`config.mk`:
```
export PLATFORM = sky130hd
export DESIGN_NAME = byprf_top
export DESIGN_NICKNAME = d
export VERILOG_FILES = /design/src/rtl/byprf_pkg.sv /design/src/rtl/byprf_wr_gate.sv /design/src/rtl/byprf_store.sv /design/src/rtl/byprf_rd_port.sv /design/src/rtl/byprf_top.sv
export SDC_FILE = /design/constraint.sdc
export NUM_CORES = 2
export LEC_CHECK = 0
export BUFFER_PORTS_ARGS = -buffer_cell sky130_fd_sc_hd__buf_4
export CORE_UTILIZATION = 25
export CTS_CLUSTER_SIZE = 30
export DETAILED_ROUTE_END_ITERATION = 16
export PLACE_DENSITY = 0.4
export SLEW_MARGIN = 15
export SYNTH_ARGS = -nofsm -noshare
export SYNTH_HDL_FRONTEND = slang
export SYNTH_SLANG_ARGS = --single-unit
```
`constraint.sdc`:
```
create_clock -name clk -period 3.42 [get_ports clk]
set_clock_uncertainty 0.1 [all_clocks]
set_input_delay 0.684 -clock clk [delete_from_list [all_inputs] [get_ports clk]]
set_output_delay 0.684 -clock clk [all_outputs]
set_load 0.1 [all_outputs]
```
`src/rtl/byprf_pkg.sv`:
```
`timescale 1ns/1ps
package byprf_pkg;
  localparam int unsigned BYPRF_DEF_REGS  = 32;
  localparam int unsigned BYPRF_DEF_WIDTH = 32;
  localparam int unsigned BYPRF_RD_PORTS  = 2;
endpackage

```
`src/rtl/byprf_wr_gate.sv`:
```
`timescale 1ns/1ps
module byprf_wr_gate #(
  parameter int unsigned AW       = 5,
  parameter bit          PIN_ZERO = 1'b0
) (
  input  logic          wr_en,
  input  logic [AW-1:0] wr_addr,
  output logic          commit_en
);
  logic pinned_target;

  generate
    if (PIN_ZERO) begin : g_pin
      assign pinned_target = (wr_addr == '0);
    end else begin : g_free
      assign pinned_target = 1'b0;
    end
  endgenerate

  assign commit_en = wr_en && !pinned_target;
endmodule

```
`src/rtl/byprf_store.sv`:
```
`timescale 1ns/1ps
module byprf_store #(
  parameter int unsigned NREG     = 32,
  parameter int unsigned DW       = 32,
  parameter int unsigned AW       = 5,
  parameter bit          PIN_ZERO = 1'b0
) (
  input  logic                     clk,
  input  logic                     rst_n,
  input  logic                     we,
  input  logic [AW-1:0]            wa,
  input  logic [DW-1:0]            wd,
  output logic [NREG-1:0][DW-1:0]  mem_q
);
  generate
    for (genvar i = 0; i < NREG; i++) begin : g_slot
      if (PIN_ZERO && i == 0) begin : g_tied
        always_ff @(posedge clk) begin
          mem_q[i] <= '0;
        end

        pinned_zero_chk: assert property (@(posedge clk) disable iff (!rst_n)
          mem_q[i] == '0);
      end else begin : g_live
        always_ff @(posedge clk) begin
          if (!rst_n)                      mem_q[i] <= '0;
          else if (we && wa == AW'(i))     mem_q[i] <= wd;
        end
      end
    end
  endgenerate


  commit_chk: assert property (@(posedge clk) disable iff (!rst_n)
    we |=> mem_q[$past(wa)] == $past(wd));


  hold_chk: assert property (@(posedge clk) disable iff (!rst_n)
    !we |=> $stable(mem_q));
endmodule

```
`src/rtl/byprf_rd_port.sv`:
```
`timescale 1ns/1ps
module byprf_rd_port #(
  parameter int unsigned NREG     = 32,
  parameter int unsigned DW       = 32,
  parameter int unsigned AW       = 5,
  parameter bit          PIN_ZERO = 1'b0
) (
  input  logic                     clk,
  input  logic                     rst_n,
  input  logic [AW-1:0]            rd_addr,
  input  logic                     fwd_en,
  input  logic [AW-1:0]            fwd_addr,
  input  logic [DW-1:0]            fwd_data,
  input  logic [NREG-1:0][DW-1:0]  mem_q,
  output logic [DW-1:0]            rd_data
);
  logic          hit;
  logic [DW-1:0] stored;

  assign hit = fwd_en && (fwd_addr == rd_addr);

  generate
    if (PIN_ZERO) begin : g_pin
      assign stored = (rd_addr == '0) ? '0 : mem_q[rd_addr];
    end else begin : g_free
      assign stored = mem_q[rd_addr];
    end
  endgenerate

  assign rd_data = hit ? fwd_data : stored;


  fwd_hit_chk: assert property (@(posedge clk) disable iff (!rst_n)
    (fwd_en && fwd_addr == rd_addr) |-> rd_data == fwd_data);


  miss_chk: assert property (@(posedge clk) disable iff (!rst_n)
    !(fwd_en && fwd_addr == rd_addr) |-> rd_data == mem_q[rd_addr]);
endmodule

```
`src/rtl/byprf_top.sv`:
```
`timescale 1ns/1ps
module byprf_top #(
  parameter int unsigned NUM_REGS = byprf_pkg::BYPRF_DEF_REGS,
  parameter int unsigned DATA_W   = byprf_pkg::BYPRF_DEF_WIDTH,
  parameter bit          PIN_ZERO = 1'b0,
  localparam int unsigned AW      = $clog2(NUM_REGS)
) (
  input  logic              clk,
  input  logic              rst_n,
  input  logic              wr_en,
  input  logic [AW-1:0]     wr_addr,
  input  logic [DATA_W-1:0] wr_data,
  input  logic [AW-1:0]     rd_a_addr,
  output logic [DATA_W-1:0] rd_a_data,
  input  logic [AW-1:0]     rd_b_addr,
  output logic [DATA_W-1:0] rd_b_data
);
  localparam int unsigned NRD = byprf_pkg::BYPRF_RD_PORTS;

  logic                          commit_en;
  logic [NUM_REGS-1:0][DATA_W-1:0] mem_q;
  logic [NRD-1:0][AW-1:0]        rd_addr_v;
  logic [NRD-1:0][DATA_W-1:0]    rd_data_v;

  assign rd_addr_v[0] = rd_a_addr;
  assign rd_addr_v[1] = rd_b_addr;
  assign rd_a_data    = rd_data_v[0];
  assign rd_b_data    = rd_data_v[1];

  byprf_wr_gate #(.AW(AW), .PIN_ZERO(PIN_ZERO)) u_gate (
    .wr_en     (wr_en),
    .wr_addr   (wr_addr),
    .commit_en (commit_en)
  );

  byprf_store #(.NREG(NUM_REGS), .DW(DATA_W), .AW(AW), .PIN_ZERO(PIN_ZERO)) u_store (
    .clk   (clk),
    .rst_n (rst_n),
    .we    (commit_en),
    .wa    (wr_addr),
    .wd    (wr_data),
    .mem_q (mem_q)
  );

  generate
    for (genvar p = 0; p < NRD; p++) begin : g_port
      byprf_rd_port #(.NREG(NUM_REGS), .DW(DATA_W), .AW(AW), .PIN_ZERO(PIN_ZERO)) u_rd (
        .clk      (clk),
        .rst_n    (rst_n),
        .rd_addr  (rd_addr_v[p]),
        .fwd_en   (commit_en),
        .fwd_addr (wr_addr),
        .fwd_data (wr_data),
        .mem_q    (mem_q),
        .rd_data  (rd_data_v[p])
      );
    end
  endgenerate


  same_addr_chk: assert property (@(posedge clk) disable iff (!rst_n)
    (rd_a_addr == rd_b_addr) |-> rd_a_data == rd_b_data);
endmodule

```
; ---- Word level (Yosys, flattened, before mapping)
; Cells that the tools add are included.
[word_totals]
reg_bits = 1024
inputBits = 50
out_inout_bits = 64
word_cells = 108
[op_classes]
order_cmp = 2
eq_ne = 33
n_mux = 6
reduce_logical = 35
[ops]
columns = cell, n
row1 = binary-select mux 32 bit (select 5 bit), 2
row2 = 2-to-1 mux 32 bit, 4
row3 = "== test 5 bit, second input constant", 16
row4 = "== test 5 x 4 -> 1 bit, second input constant", 8
row5 = logical AND 1 bit, 34
row6 = "== test 5 x 3 -> 1 bit, second input constant", 4
row7 = "< comparator 5 x 6 -> 1 bit, second input constant", 2
row8 = "== test 5 x 2 -> 1 bit, second input constant", 2
row9 = == test 5 bit, 2
row10 = "== test 5 x 1 -> 1 bit, second input constant", 1
row11 = zero test 5 bit, 1

; ---- Depth between registers and ports, before layout
[logic_depth]
ltp_word = 3
ltp_mapped = 8
mapped_depth_nobuf = 4

; ---- Hierarchy
; A second synthesis with hierarchy kept.
[unflattened]
hier_cells = 5084
area_unflattened_um2 = 53324.9
[by_module_without_submodules]
columns = mod, instances, cells_each, area_per_inst_um2, seq_area_each_um2
row1 = byprf_store, 1, 3471, 36316.1, 20499.7
row2 = byprf_rd_port, 2, 806, 8500.7, 0.0
row3 = byprf_wr_gate, 1, 1, 7.5, 0.0

; ---- Worst setup path after synthesis
; Ideal clock, no wire load.
[synth_path]
path_kind = input to output
from = in rd_b_addr[0]
to = out rd_b_data[30]
arrival_time_ns = 4.066
required_time_ns = 2.636
slack_ns = -1.430
stages = 7
path_buffers = 3
path_cell_list = buf_4 -> buf_6 -> buf_4 -> mux4_2 -> o22ai_1 -> a211o_1 -> o31ai_1
[synth_via]
elab_chain_len = 3
elab_cells_between_ends = 5
classes_between = 1 x eq/ne / 3 x mux / 1 x reduce/logical
[synth_lines]
columns = item, line_no
row1 = start: declaration, byprf_top.sv:15  ; input logic [AW-1:0] rd_b_addr,
row2 = binary-select mux 32 bit (select 5 bit) / == test 5 bit (equally long branches), "byprf_rd_port.sv:26, byprf_rd_port.sv:20"
row3 = 2-to-1 mux 32 bit (not written as such) / logical AND 1 bit (equally long branches), "byprf_rd_port.sv:26, byprf_rd_port.sv:20"
row4 = 2-to-1 mux 32 bit (*), byprf_rd_port.sv:30  ; assign rd_data = hit ? fwd_data : stored;
row5 = end: declaration, byprf_top.sv:16  ; output logic [DATA_W-1:0] rd_b_data
; Every way passes the cells marked *; elsewhere a longest branch is shown, timed or not. The select of a mux whose other input is x is not followed.

; ---- Final worst setup path
[layout_path]
from = in rd_a_addr[0]
to = out rd_a_data[11]
[layout_via]
elab_chain_len = 3
elab_cells_between_ends = 5
classes_between = 1 x eq/ne / 3 x mux / 1 x reduce/logical
[layout_lines]
columns = item, line_no
row1 = start: declaration, byprf_top.sv:13  ; input logic [AW-1:0] rd_a_addr,
row2 = binary-select mux 32 bit (select 5 bit) / == test 5 bit (equally long branches), "byprf_rd_port.sv:26, byprf_rd_port.sv:20"
row3 = 2-to-1 mux 32 bit (not written as such) / logical AND 1 bit (equally long branches), "byprf_rd_port.sv:26, byprf_rd_port.sv:20"
row4 = 2-to-1 mux 32 bit (*), byprf_rd_port.sv:30
row5 = end: declaration, byprf_top.sv:14  ; output logic [DATA_W-1:0] rd_a_data,
; Marks and branches as above.

==> impl_metrics.py <==
metrics = {
    "run_status": {
        "outcome": "complete, but fails checks",
        "failed_checks": "setup timing",
    },
    "cells_and_area": {
        "final_common_cell": "nand2_1",
        "stdcell_count": 9026,
        "seqCellArea_um2": 20510,
        "top_register": "u_store.mem_q",
        "n_fill_cell": 22200,
        "utilization_pct": 32.03,
        "top_regs": "u_store.mem_q: 1024 flops",
        "final_cell_area_um2": 69770,
        "final_nets": 6117,
        "final_cell_mix": "nand2_1 (2052), dfxtp_1 (1018), a21boi_0 (813), mux4_2 (513), buf_4 (424)",
        "multi_input_area_um2": 33120,
        "areaGrowthSynthToFinish_pct": 26.91,
        "largest_reg_flops": 1024,
        "layout-drive-gt1-share_pct": 26.77,
    },
    "timing": {
        "fmax_mhz": 285.7,
        "slew_headroom_pct": 34.04,
        "period_minus_slack_ns": 3.500,
        "rsz0062_at_grt": "yes",
        "setup_violations": 19,
        "setup_ws_ns": -0.07966,
        "tightestPinTransition_ns": 0.9873,
        "hold_viol_final": 0,
        "final_max_slew_viol_count": 0,
        "fin_crit_sh_pct": 102.3,
    },
    "clocking": {
        "clk_latency_ns": 0.80,
        "clockBufferDepth": 3,
        "tritoncts": "done",
        "clkSinkCount": 1024,
        "numCtsBuffers": 121,
        "hold_buffers": 0,
        "clkTransAtPathRegs_ns": 0.06,
        "cts-root-buf": "clkbuf_16",
        "ctsHtreeMaxLevel": 3,
    },
    "yosys": {
        "synth_flop_cell": "dfxtp_1",
        "synth_seq_cells": 1024,
        "synth_area_um2": 54970,
        "synthCells": 5899,
        "synth_top_area_share_pct": 37.29,
        "syn_nets": 5949,
        "synth_cell_type_count": 45,
        "synth_area_leaders": "dfxtp_1 (37%), mux4_2 (21%), nand2_1 (14%)",
        "async_flop_share_pct": 0,
        "synth_edf_count": 0,
        "postSynthAreaPerCell_um2": 9.319,
        "ys_warn_count": 0,
        "synth-seq-area-share_pct": 37.29,
        "yosysTopAreaCell": "dfxtp_1",
    },
    "power_and_ir_drop": {
        "power_frac_seq_pct": 40.1,
        "vdd_drop_max_mv": 0.4191,
        "power_frac_clock_pct": 44.9,
        "p_total_mw": 30.14,
        "switching_share_pct": 28.79,
        "p_int_mw": 21.46,
        "p_per_area_nw_per_um2": 432.0,
        "leakage_nw": 23.07,
        "p_comb_share_pct": 15.0,
        "p_sw_mw": 8.679,
    },
    "placed_design": {
        "pre_cts_ws_ns": -0.3610,
        "dpl-instance-area_um2": 63470,
        "dp.cells": 8749,
        "gp_congestion": 0.8495,
        "hpwl_um": 177500,
        "io_buffers": 113,
    },
    "routing": {
        "drc": 0,
        "vias_per_cell": 5.379,
        "drt_pass1_iterations": 5,
        "drtAntennaViolNets": 0,
        "wl_um": 279500,
        "wl_per_cell_um": 30.96,
        "vias": 48550,
        "dr.first_iter.drc_count": 4898,
    },
    "floorplanning": {
        "initial_core_util_pct": 25.24,
        "die_h_um": 470.9,
        "die_w_um": 470.9,
        "rows": 171,
        "dieArea_um2": 221800,
        "core_um2": 217800,
        "ios": 114,
    },
    "global_routing": {
        "grtUsageTotal_pct": 24.68,
        "grt_pass1_wl_um": 386400,
        "grt_max_degree": 134,
        "grt_pass1_vias": 47000,
        "antenna_found_initial": 29,
        "grt_overflow_total": 0,
    },
    "setup_path": {
        "worstPathArrival_ns": 2.72,
        "crit_path_end_kind": "output port",
        "path_max_fanout": 12,
        "critPathCapture": "rd_a_data[11]",
        "r2r_setup_slack_ns": 2.58,
        "required_ns": 2.64,
        "r2r-end": "u_store.mem_q[704]",
        "r2r_cells": 2,
        "crit_type": "in2out",
        "critPathLaunchType": "input pin",
        "reg2reg_from": "u_store.mem_q[704]",
        "startpoint": "rd_a_addr[0]",
    },
    "min_path": {
        "hp-class": "in2reg",
        "hold_path_depth": 3,
    },
    "flow_run": {
        "cap_violations": 0,
    },
}
==> how the worst min path moves through the flow <==
stage | startpoint | to | slack, ns
global route | wr_data[30] | u_store.mem_q[702] | 0.07
global placement | u_store.mem_q[579] | u_store.mem_q[579] | 0.35
floorplan | u_store.mem_q[127] | u_store.mem_q[127] | 0.34
CTS | wr_data[9] | u_store.mem_q[521] | 0.03
detailed placement | u_store.mem_q[622] | u_store.mem_q[622] | 0.36
finish | wr_data[9] | u_store.mem_q[521] | 0.08
==> per-stage QoR <==
stage	TNS (ns)	hold slack (ns)
5_1_grt	-1.638	0.07063
2_1_floorplan	-2.873	0.3416
6_report	-0.6187	0.08398
4_1_cts	-1.039	0.03259
3_5_place_dp	-10.72	0.3587
3_3_place_gp	-10.81	0.3476
==> critical path, stage by stage <==
cell      delay (ns)
buf_16          0.14
buf_16          0.21
buf_16          0.20
mux4_2          0.52
nor2b_1         0.15
a211oi_2        0.27
buf_4           0.19
o31ai_4         0.08
buf_12          0.18
==> cell families (layout without fill, tap and decap cells) <==
family | Yosys count | after routing | share of synthesized area [%]
AOI/OAI and AO/OA | 1343 | 1343 | 18.21
muxes | 576 | 576 | 22.16
DFF | 1024 | 1024 | 37.29
xor gates and xnor gates | 10 | 10 | 0.1593
buffers and inverters | 655 | 923 | 5.624
other | 0 | 5 | 0
and+or+nand+nor | 2291 | 2291 | 16.56
==> cell type report <==
type / instances / share of cell area [%]
timing repair buffer: 699 / 12.20
clock inverter: 54 / 0.8519
multi-input combinational: 4220 / 47.47
sequential: 1024 / 29.39
tap: 2854 / 5.118
antenna: 5 / 0.01793
clock buffer: 169 / 4.943
inverter: 1 / 0.005380
==> repair_timing <==
item                       in CTS  in global routing
gates resized for setup       241                102
setup endpoints to repair      64                 58
gates cloned                    7                  5
pin swaps                      54                 41
setup buffers                  18                 26
==> per-layer routing <==
| layer | track usage, % | routed length (µm) |
|---|---|---|
| met2 | 39.03 | 127100 |
| met4 | 9.469 | 11870 |
| met3 | 3.995 | 19680 |
| met1 | 33.52 | 120800 |
| met5 | 0 | 46 |
==> cells in the mapped netlist, types with 8 or more instances <==
cell type,instances
buf_2,142
dfxtp_1,1024
mux4_2,513
mux2i_1,63
nor2b_1,71
nand2_1,2076
a211oi_1,63
nand3_1,72
buf_1,8
o22ai_1,126
buf_4,24
a21boi_1,211
a21boi_0,813
o31ai_1,63
buf_6,46
clkbuf_1,430
nor2_1,24
xor2_1,8
a211o_1,63
==> power by group through the flow <==
stage | Combinational, mW | Clock (mW) | Sequential [mW]
after CTS | 4.39 | 13.8 | 12.1
final | 4.52 | 13.5 | 12.1
after floorplan | 2.47 | 0 | 12.3
after global routing | 4.63 | 14.3 | 12.1
after global placement | 4.08 | 0 | 12.3
after detailed placement | 4.08 | 0 | 12.3
Note: power is estimated with default switching activity, not from simulation.
